<file path="config.mk">
export PLATFORM = sky130hd
export DESIGN_NAME = netmbox
export DESIGN_NICKNAME = d
export VERILOG_FILES = /design/src/rtl/netmbox_pkg.sv /design/src/rtl/netmbox_rx.sv /design/src/rtl/netmbox_tx.sv /design/src/rtl/netmbox_regs.sv /design/src/rtl/netmbox.sv
export SDC_FILE = /design/constraint.sdc
export NUM_CORES = 1
export LEC_CHECK = 0
export ABC_CLOCK_PERIOD_IN_PS = 4900
export BUFFER_PORTS_ARGS = -buffer_cell sky130_fd_sc_hd__buf_2
export CAP_MARGIN = 20
export CORE_UTILIZATION = 50
export CTS_BUF_LIST = sky130_fd_sc_hd__clkbuf_16
export CTS_CLUSTER_DIAMETER = 80
export DETAILED_ROUTE_END_ITERATION = 8
export GPL_TIMING_DRIVEN = 0
export PLACE_DENSITY_LB_ADDON = 0.2
export SLEW_MARGIN = 0
export SYNTH_ARGS = -nofsm -noshare
export SYNTH_HDL_FRONTEND = slang
export SYNTH_SLANG_ARGS = --single-unit
</file>
<file path="constraint.sdc">
create_clock -name clk -period 4.9 [get_ports clk]
set_input_delay 0.49 -clock clk [delete_from_list [all_inputs] [get_ports clk]]
set_output_delay 0.49 -clock clk [all_outputs]
set_load 0.03 [all_outputs]
</file>
<file path="src/rtl/netmbox_pkg.sv">
// Package: shared word indices and helpers for the network mailbox.
// Assumes bus offsets are byte addresses with the word index in bits 5:2.
package netmbox_pkg;

    localparam logic [3:0] W_ID_LO  = 4'd0;  // 0x00
    localparam logic [3:0] W_ID_HI  = 4'd1;  // 0x04
    localparam logic [3:0] W_BUSY   = 4'd2;  // 0x08
    localparam logic [3:0] W_RXCNT  = 4'd3;  // 0x0C
    localparam logic [3:0] W_TXCNT  = 4'd4;  // 0x10
    localparam logic [3:0] W_INTCTL = 4'd5;  // 0x14
    localparam logic [3:0] W_INFO   = 4'd6;  // 0x18
    localparam logic [3:0] W_RXWIN  = 4'd7;  // 0x1C
    localparam logic [3:0] W_TXWIN  = 4'd8;  // 0x20

    // Reorders a string literal (first character at the top) so that the
    // first character lands in bits 7:0.
    function automatic logic [63:0] pack_id(input logic [63:0] txt);
        logic [63:0] res;
        for (int i = 0; i < 8; i++) begin
            res[8*i +: 8] = txt[8*(7-i) +: 8];
        end
        return res;
    endfunction

endpackage

</file>
<file path="src/rtl/netmbox_rx.sv">
// Receive side: stores one incoming frame and hands it out byte by byte.
// Assumes rd_pop and a stream byte never coincide (the stream is only taken
// while the count is zero). Bytes beyond FRAME_MAX are discarded.
module netmbox_rx #(
    parameter int FRAME_MAX = 64,
    localparam int CW = $clog2(FRAME_MAX + 1),
    localparam int AW = $clog2(FRAME_MAX)
) (
    input  logic          clk,
    input  logic          rst_n,
    input  logic          rx_valid,
    input  logic [7:0]    rx_data,
    input  logic          rx_last,
    input  logic          hold,
    input  logic          rd_pop,
    output logic          rx_ready,
    output logic [CW-1:0] rx_cnt,
    output logic [7:0]    rx_byte,
    output logic          rx_active,
    output logic          frame_done
);
    localparam logic [CW-1:0] MAXC = CW'(FRAME_MAX);

    logic [7:0]    mem [FRAME_MAX];
    logic [CW-1:0] wr_cnt;
    logic [AW-1:0] rd_ptr;
    logic          take;
    logic          room;

    assign rx_ready   = !hold && (rx_cnt == '0);
    assign take       = rx_valid && rx_ready;
    assign room       = (wr_cnt < MAXC);
    assign frame_done = take && rx_last;
    assign rx_byte    = (rx_cnt != '0) ? mem[rd_ptr] : 8'h00;

    // Stores accepted bytes while there is room in the buffer.
    always_ff @(posedge clk) begin
        if (take && room) begin
            mem[wr_cnt[AW-1:0]] <= rx_data;
        end
    end

    // Tracks frame fill, the published count and the read pointer.
    always_ff @(posedge clk) begin
        if (!rst_n) begin
            wr_cnt    <= '0;
            rx_cnt    <= '0;
            rd_ptr    <= '0;
            rx_active <= 1'b0;
        end else if (take) begin
            if (rx_last) begin
                rx_cnt    <= room ? wr_cnt + 1'b1 : wr_cnt;
                wr_cnt    <= '0;
                rd_ptr    <= '0;
                rx_active <= 1'b0;
            end else begin
                if (room) begin
                    wr_cnt <= wr_cnt + 1'b1;
                end
                rx_active <= 1'b1;
            end
        end else if (rd_pop && rx_cnt != '0) begin
            rx_cnt <= rx_cnt - 1'b1;
            rd_ptr <= rd_ptr + 1'b1;
        end
    end

endmodule

</file>
<file path="src/rtl/netmbox_tx.sv">
// Transmit side: collects a programmed number of bytes, then replays them on
// a valid/ready stream. Assumes one bus write per cycle. Lengths are clamped
// to FRAME_MAX; length writes are ignored while a frame is being sent.
module netmbox_tx #(
    parameter int FRAME_MAX = 64,
    localparam int CW = $clog2(FRAME_MAX + 1),
    localparam int AW = $clog2(FRAME_MAX)
) (
    input  logic          clk,
    input  logic          rst_n,
    input  logic          len_wr,
    input  logic [31:0]   len_val,
    input  logic          byte_wr,
    input  logic [7:0]    byte_val,
    input  logic          tx_ready,
    output logic          tx_valid,
    output logic [7:0]    tx_data,
    output logic          tx_last,
    output logic [CW-1:0] tx_cnt,
    output logic          sending,
    output logic          sent_done
);
    localparam logic [CW-1:0] MAXC = CW'(FRAME_MAX);

    logic [7:0]    mem [FRAME_MAX];
    logic [CW-1:0] fill;
    logic [CW-1:0] len;
    logic [AW-1:0] ptr;
    logic          store;
    logic [CW-1:0] len_clamped;

    assign store       = byte_wr && (tx_cnt != '0);
    assign len_clamped = (len_val > 32'(FRAME_MAX)) ? MAXC : len_val[CW-1:0];
    assign tx_valid    = sending;
    assign tx_data     = mem[ptr];
    assign tx_last     = sending && ((CW'(ptr) + 1'b1) == len);
    assign sent_done   = tx_valid && tx_ready && tx_last;

    // Writes window bytes into the buffer while a length is pending.
    always_ff @(posedge clk) begin
        if (store) begin
            mem[fill[AW-1:0]] <= byte_val;
        end
    end

    // Sequences programming, fill, hand-off and replay of a frame.
    always_ff @(posedge clk) begin
        if (!rst_n) begin
            tx_cnt  <= '0;
            fill    <= '0;
            len     <= '0;
            ptr     <= '0;
            sending <= 1'b0;
        end else begin
            if (len_wr && !sending) begin
                tx_cnt <= len_clamped;
                fill   <= '0;
            end else if (store) begin
                if (fill + 1'b1 == tx_cnt) begin
                    tx_cnt  <= '0;
                    fill    <= '0;
                    len     <= tx_cnt;
                    ptr     <= '0;
                    sending <= 1'b1;
                end else begin
                    fill <= fill + 1'b1;
                end
            end
            if (tx_valid && tx_ready) begin
                if (tx_last) begin
                    sending <= 1'b0;
                end else begin
                    ptr <= ptr + 1'b1;
                end
            end
        end
    end

endmodule

</file>
<file path="src/rtl/netmbox_regs.sv">
// Register decode: read multiplexer, access strobes and the interrupt
// control word. Accesses with bits 1:0 of the address nonzero are treated
// as unmapped. A hardware event set wins over a software clear in the same
// cycle.
module netmbox_regs #(
    parameter int          CW      = 7,
    parameter logic [63:0] ID_WORD = 64'h0
) (
    input  logic          clk,
    input  logic          rst_n,
    input  logic          bus_req,
    input  logic          bus_we,
    input  logic [5:0]    bus_addr,
    input  logic [31:0]   bus_wdata,
    output logic [31:0]   bus_rdata,
    input  logic [CW-1:0] rx_cnt,
    input  logic [7:0]    rx_byte,
    input  logic [CW-1:0] tx_cnt,
    input  logic          busy,
    input  logic          set_tx,
    input  logic          set_rx,
    output logic          flag_tx,
    output logic          flag_rx,
    output logic          flag_test,
    output logic          rd_pop,
    output logic          len_wr,
    output logic          byte_wr,
    output logic          irq
);
    import netmbox_pkg::*;

    logic       aligned;
    logic [3:0] word;
    logic       rd;
    logic       wr;
    logic       wr_ctl;
    logic       rd_ctl;

    assign aligned = (bus_addr[1:0] == 2'b00);
    assign word    = bus_addr[5:2];
    assign rd      = bus_req && !bus_we && aligned;
    assign wr      = bus_req && bus_we && aligned;
    assign wr_ctl  = wr && (word == W_INTCTL);
    assign rd_ctl  = rd && (word == W_INTCTL);
    assign rd_pop  = rd && (word == W_RXWIN);
    assign len_wr  = wr && (word == W_TXCNT);
    assign byte_wr = wr && (word == W_TXWIN);
    assign irq     = flag_tx || flag_rx || flag_test;

    // Selects the read value for the addressed word.
    always_comb begin
        bus_rdata = 32'h0;
        if (rd) begin
            case (word)
                W_ID_LO:  bus_rdata = ID_WORD[31:0];
                W_ID_HI:  bus_rdata = ID_WORD[63:32];
                W_BUSY:   bus_rdata = {31'h0, busy};
                W_RXCNT:  bus_rdata = 32'(rx_cnt);
                W_TXCNT:  bus_rdata = 32'(tx_cnt);
                W_INTCTL: bus_rdata = {flag_test, 29'h0, flag_rx, flag_tx};
                W_RXWIN:  bus_rdata = {24'h0, rx_byte};
                default:  bus_rdata = 32'h0;
            endcase
        end
    end

    // Latches events, applies write-one-to-clear and drives the test bit.
    always_ff @(posedge clk) begin
        if (!rst_n) begin
            flag_tx   <= 1'b0;
            flag_rx   <= 1'b0;
            flag_test <= 1'b0;
        end else begin
            flag_tx <= set_tx || (flag_tx && !(wr_ctl && bus_wdata[0]));
            flag_rx <= set_rx || (flag_rx && !(wr_ctl && bus_wdata[1]));
            if (wr_ctl) begin
                flag_test <= bus_wdata[31];
            end else if (rd_ctl) begin
                flag_test <= 1'b0;
            end
        end
    end

endmodule

</file>
<file path="src/rtl/netmbox.sv">
// Top: memory-mapped network byte mailbox. Joins the register decode with the
// receive and transmit buffers. FRAME_MAX sets buffer depth and the largest
// frame (up to 65536); ID_TEXT is an eight-character string literal.
module netmbox #(
    parameter int          FRAME_MAX = 64,
    parameter logic [63:0] ID_TEXT   = "MBOXNET1"
) (
    input  logic        clk,
    input  logic        rst_n,
    input  logic        bus_req,
    input  logic        bus_we,
    input  logic [5:0]  bus_addr,
    input  logic [31:0] bus_wdata,
    output logic [31:0] bus_rdata,
    input  logic        rx_valid,
    input  logic [7:0]  rx_data,
    input  logic        rx_last,
    output logic        rx_ready,
    output logic        tx_valid,
    output logic [7:0]  tx_data,
    output logic        tx_last,
    input  logic        tx_ready,
    output logic        irq
);
    localparam int CW = $clog2(FRAME_MAX + 1);
    localparam logic [63:0] ID_WORD = netmbox_pkg::pack_id(ID_TEXT);

    logic [CW-1:0] rx_cnt;
    logic [CW-1:0] tx_cnt;
    logic [7:0]    rx_byte;
    logic          rx_active;
    logic          frame_done;
    logic          sending;
    logic          sent_done;
    logic          flag_tx;
    logic          flag_rx;
    logic          flag_test;
    logic          rd_pop;
    logic          len_wr;
    logic          byte_wr;
    logic          busy;

    assign busy = rx_active || sending;

    netmbox_regs #(.CW(CW), .ID_WORD(ID_WORD)) i_regs (
        .clk(clk), .rst_n(rst_n),
        .bus_req(bus_req), .bus_we(bus_we), .bus_addr(bus_addr),
        .bus_wdata(bus_wdata), .bus_rdata(bus_rdata),
        .rx_cnt(rx_cnt), .rx_byte(rx_byte), .tx_cnt(tx_cnt), .busy(busy),
        .set_tx(sent_done), .set_rx(frame_done),
        .flag_tx(flag_tx), .flag_rx(flag_rx), .flag_test(flag_test),
        .rd_pop(rd_pop), .len_wr(len_wr), .byte_wr(byte_wr), .irq(irq)
    );

    netmbox_rx #(.FRAME_MAX(FRAME_MAX)) i_rx (
        .clk(clk), .rst_n(rst_n),
        .rx_valid(rx_valid), .rx_data(rx_data), .rx_last(rx_last),
        .hold(flag_rx), .rd_pop(rd_pop),
        .rx_ready(rx_ready), .rx_cnt(rx_cnt), .rx_byte(rx_byte),
        .rx_active(rx_active), .frame_done(frame_done)
    );

    netmbox_tx #(.FRAME_MAX(FRAME_MAX)) i_tx (
        .clk(clk), .rst_n(rst_n),
        .len_wr(len_wr), .len_val(bus_wdata),
        .byte_wr(byte_wr), .byte_val(bus_wdata[7:0]),
        .tx_ready(tx_ready), .tx_valid(tx_valid), .tx_data(tx_data),
        .tx_last(tx_last), .tx_cnt(tx_cnt), .sending(sending),
        .sent_done(sent_done)
    );

endmodule

</file>
### Word-level counts from Yosys, hierarchy flattened

Memories as Yosys holds them, arrays and structs flattened. A register that Yosys moved wholly into a read port is not among the register bits.
Cells that the tools add are included.

| word-level totals | value |
|---|---|
| register bits after elaboration | 52 |
| memory bits (writable) | 1,024 |
| bits of input ports | 53 |
| output and inout bits | 44 |
| memories kept | 2 |

| operators by class | value |
|---|---|
| mux-type cells | 36 |
| bitwise operators | 2 |
| reductions and logical operators | 46 |
| add/subtract/negate cells | 6 |
| eq/ne operators | 10 |
| magnitude comparators | 2 |

Memories:

| name | depth | width | read ports | clocked after Yosys merged registers in | write ports | RTL line | RTL |
|---|---|---|---|---|---|---|---|
| i_rx.mem | 64 | 8 | 1 | 1 | 1 | netmbox_rx.sv:24 | `logic [7:0] mem [FRAME_MAX];` |
| i_tx.mem | 64 | 8 | 1 | 1 | 1 | netmbox_tx.sv:25 | `logic [7:0] mem [FRAME_MAX];` |

Operators by type and width:

| operator | number |
|---|---|
| one-hot mux 32 bit (7 select lines) | 1 |
| two-way mux 7 bit | 10 |
| two-way mux 6 bit | 11 |
| > comparator 32 x 7 -> 1 bit (second input constant) | 1 |
| two-way mux 32 bit | 1 |
| logical AND 1 bit | 23 |
| adder 7 x 1 -> 7 bit (second input constant) | 2 |
| == test 7 bit | 2 |
| nonzero test 7 bit | 2 |
| adder 6 x 1 -> 6 bit (second input constant) | 2 |
| == test 4 x 3 -> 1 bit (second input constant) | 3 |
| two-way mux 1 bit | 12 |
| == test 4 x 2 -> 1 bit (second input constant) | 2 |
| two-way mux 8 bit | 1 |
| nonzero test 2 bit | 4 |
| adder 6 x 1 -> 7 bit (second input constant) | 1 |
| zero test 7 bit | 1 |
| < comparator 7 bit (second input constant) | 1 |
| subtractor 7 x 1 -> 7 bit (second input constant) | 1 |
| zero test 1 bit | 5 |
| logical OR 1 bit | 5 |
| == test 4 x 1 -> 1 bit (second input constant) | 1 |
| == test 4 bit (second input constant) | 1 |
| zero test 4 bit | 1 |
| 6 further kinds | 8 |

### Longest topological paths before layout

| logic depth | value |
|---|---|
| depth in word-level cells | 9 |
| gate-level depth with buffers | 10 |
| gate-level depth less buffers | 8 |

### Modules after synthesis

Synthesis repeated with hierarchy kept, for this count alone.

| second synthesis, totals | value |
|---|---|
| cell total of the unflattened synthesis | 2,409 |
| area, all modules | 43,560.5 µm² |

By module, submodules not included:

| module | times used | seq. area each (µm²) | area each (µm²) | cells each |
|---|---|---|---|---|
| netmbox_tx | 1 | 15,935.3 | 21,623.2 | 1,237 |
| netmbox_rx | 1 | 15,915.3 | 21,207.8 | 1,071 |
| netmbox_regs | 1 | 60.1 | 723.2 | 100 |
| netmbox | 1 | 0.0 | 6.3 | 1 |

### Worst setup path before layout

No wires, ideal clock.

| timing path | value |
|---|---|
| path type | input-to-output |
| start point | input bus_we |
| end point | output bus_rdata[16] |
| stages on the path | 5 |
| path slack | 1.732 ns |
| data arrival time | 2.678 ns |
| path through | nor4b_1 -> nand2b_1 -> clkbuf_1 -> nor4_1 -> buf_4 |

| between the ends | value |
|---|---|
| word-level cells in the longest chain between the ends | 4 |

RTL lines:

| item | RTL line | RTL |
|---|---|---|
| from (decl) | netmbox.sv:11 | `input logic bus_we,` |
| zero test 1 bit | netmbox_regs.sv:41 | `assign rd = bus_req && !bus_we && aligned;` |
| logical AND 1 bit (2 in a row) | netmbox_regs.sv:41 |  |
| two-way mux 32 bit | netmbox_regs.sv:53 | `if (rd) begin` |
| to (decl) | netmbox.sv:14 | `output logic [31:0] bus_rdata,` |

Every way passes these cells.

==> impl_metrics.tcl <==
set metrics [dict create \
    status "completed" \
    synth_area_leaders "edfxtp_1 (71%), mux4_2 (13%), mux2i_1 (2.9%)" \
    synth_most_common_cell "edfxtp_1" \
    critPathMaxFanout 10 \
    slowest_stage "clkbuf_1" \
    dr.first_iter.drc_count 2004 \
    path_class "register to primary output" \
    switchingPower_mw 4.36 \
    routedWlPerCell_um 27.9 \
    synth-edff-count 1024 \
    report.final.setup_viol 0 \
    dp_hpwl_mm 69.6 \
    syn_avg_cell_area_um2 19.1 \
    wirelength_mm 104 \
    worstRegToRegCells 7 \
    vias_per_cell 6.10 \
    grt_max_degree 68 \
    worstMarginPinSlew_ns 1.19 \
    route.detailed.drc 0 \
    synth_cells 2267 \
    yosysWarnings 0 \
    die_area_um2 87600 \
    core_um2 85400 \
    power.leakage_nw 15.1 \
    vias 22700 \
    grt_usage_pct 24.3 \
    cts.clk_slew.worst_paths_ns 0.06 \
    r2r_slack_ns 1.33 \
    fin_setup_tns_ns 0 \
    mappedNetlistArea_um2 43200 \
    synth_top_area_share_pct 71.2 \
    ctsRootBufferMaster "clkbuf_16" \
    ys.flop_type "edfxtp_1" \
    grt_pass1_vias 23000 \
    ys_ff_latch 1082 \
    fin_skew_ns 0.0286 \
    p_clk_share_pct 42.8 \
    rows 107 \
    grt-ovfl-total 0 \
    r2r_start "i_rx.rx_cnt[0]" \
    combinationalPowerShare_pct 6.1 \
    grt_pass1_wl_mm 152 \
    port_buffers 88 \
    fp.dieW_um 296 \
    cellPowerDensity_nw_per_um2 408 \
    ys_seq_area_share_pct 73.9 \
    synth.top_cells.by_count "edfxtp_1 (1024), mux4_2 (240), nor2_1 (197)" \
    gp_congestion 0.919 \
    h-tree-depth 3 \
    cts_buffer_depth 3 \
    r2r-end "i_rx.mem[56][0]" \
    finalMaxSlewViolations 0 \
    cts_setup_buffers 0 \
    cts_tree "yes" \
    grt_antenna_before_repair 6 \
    ios 97 \
    maxCapViolCount 0 \
    die_h_um 296 \
    startpoint_type "register" \
    max_freq_mhz 209 \
    drive_gt1_share_pct 22.4 \
    cts_sinks 1082 \
    p_int_mw 15.7 \
    ant_nets 0 \
    initial_core_util_pct 50.6 \
    nets 2550 \
    clock_latency_ns 0.68 \
    crit_required_ns 4.41 \
    max-vdd-ir-drop_mv 0.329 \
    relSlewSlack_pct 20.7 \
    holdPathEnd "i_tx.ptr[5]" \
    hold_class "primary input to register" \
    fin_crit_sh_pct 97.5 \
    whs_ns 0.161 \
    fin_area_um2 49200 \
    worstPathArrival_ns 4.29 \
    critPathCaptureType "primary output" \
    area_growth_pct 13.9 \
    hold_path_depth 3 \
    ys_types 70 \
    synth_top_area_cell "edfxtp_1" \
    min_period_ns 4.78 \
    crit_chain "clkbuf_1, clkbuf_1, mux4_2, mux4_2, a221oi_1, o21ai_1, buf_2" \
    hold_viol 0 \
    firstDrtPassIters 6 \
    place_area_um2 45300 \
    rsz0062_at_grt "no" \
    async_reset_ff_share_pct 0 \
    seqPwrFrac_pct 51.2 \
    p_sw_share_pct 21.7 \
    critical-path-max-stage-delay_ns 0.84 \
    hold_start "rst_n" \
    cts_made_buffers 108 \
]
## per-stage QoR
stage	util (%)	setup WS (ns)	power (mW)	instances
detailed placement	53.0	0.792	11.6	3516
CTS	57.4	0.0572	20.1	3717
global route	57.6	0.0286	20.6	3726
global placement	52.8	0.794	11.6	3506
floorplan	-	1.73	11.1	2274
finish	57.6	0.124	20.1	3729
## metal layers
| metal | global-route usage [%] | vias to the layer above | share of wire (%) |
|---|---|---|---|
| li1 | - | 9761 | - |
| met1 | 32.5 | 11800 | 40 |
| met2 | 40.1 | 916 | 49 |
| met3 | 3.87 | 219 | 6.8 |
| met4 | 9.53 | 8 | 3.9 |
| met5 | 0 | - | 0.041 |
## critical path: cells and delay by family, from the launching register on
kind / cells / cell delay, ns
AO/OA/AOI/OAI: 2 / 0.79
buffers and inverters: 3 / 1.52
flip-flops: 1 / 0.33
multiplexers: 2 / 0.97
## cell type report
class / instances / area [um^2]
clock inverters: 88 / 908
plain buffers: 151 / 733
fillers: 6394 / 36200
flip-flops and latches: 1082 / 31900
diodes: 3 / 7.51
multi-input cells: 1030 / 10500
clock buffers: 113 / 2830
repair buffers: 107 / 798
inverters: 11 / 41.3
well taps: 1144 / 1430
## cells in the final DEF, fill, tap and decap left out, types with 5 or more instances in the layout
cell / Yosys / final
a21oi_1: 57 / 57
mux2i_1: 123 / 123
ha_1: 6 / 6
nand2_1: 52 / 52
a22oi_1: 6 / 6
inv_1: 8 / 30
o21bai_1: 10 / 10
a32oi_1: 15 / 15
clkbuf_1: 75 / 74
buf_2: 27 / 116
nand2b_1: 14 / 14
xnor2_1: 14 / 14
clkbuf_16: 0 / 113
buf_12: 0 / 14
clkinv_1: 2 / 26
o221ai_1: 64 / 64
nor4_1: 8 / 8
xor2_1: 14 / 14
and3_1: 6 / 6
bufinv_16: 0 / 19
nor2b_1: 9 / 9
buf_4: 35 / 35
buf_1: 14 / 14
dfxtp_1: 58 / 58
conb_1: 1 / 8
nand3_1: 39 / 39
o21ai_0: 18 / 18
mux4_2: 240 / 240
nand4_1: 6 / 6
edfxtp_1: 1024 / 1024
o31ai_1: 5 / 5
nand3b_1: 7 / 7
or3_1: 8 / 8
clkinv_2: 0 / 16
nor3_1: 14 / 14
o21ai_1: 7 / 7
o22ai_1: 12 / 12
nor2_1: 197 / 197
a221oi_1: 14 / 14
## worst max-delay path by stage
stage,cells past startpoint,to,start,slack (ns)
CTS,7,bus_rdata[1],register,0.06
global placement,7,bus_rdata[5],register,0.79
floorplan,5,bus_rdata[16],bus_we,1.73
detailed placement,7,bus_rdata[1],register,0.79
finish,7,bus_rdata[5],register,0.12
global route,7,bus_rdata[1],register,0.03
## power groups by stage
stage / Combinational (mW) / Clock [mW] / Sequential, mW
finish: 1.22 / 8.59 / 10.3
global route: 1.29 / 9.01 / 10.3
CTS: 1.18 / 8.67 / 10.3
detailed placement: 1.17 / 0 / 10.5
global placement: 1.13 / 0 / 10.5
floorplan: 0.688 / 0 / 10.4
## sequential cells by signal (all words and copies together) (netlist names), 6 cells and up, named ones only
| name | count |
|---|---|
| i_rx.mem | 512 |
| i_rx.rd_ptr | 6 |
| i_rx.rx_cnt | 7 |
| i_rx.wr_cnt | 7 |
| i_tx.fill | 7 |
| i_tx.len | 7 |
| i_tx.mem | 512 |
| i_tx.ptr | 6 |
| i_tx.tx_cnt | 7 |
## cell families (layout without fill, tap and decap cells)
kind of cell	Yosys count	count (layout)	share of synthesized area [%]
flip-flops	1082	1082	73.9
AND/OR/NAND/NOR	383	383	4.09
multiplexers	363	363	15.4
AO/OA/AOI/OAI	242	242	4.12
buffers and inverters	162	470	1.79
XOR/XNOR	28	28	0.568
adder cells (fa/ha/maj)	6	6	0.174
other	1	11	0.00868
## timing repair
action	in CTS	in global routing
hold buffers	0	0
resized for setup	0	3
endpoints found under the setup margin	0	2
Note: power is estimated with default switching activity, not from simulation.
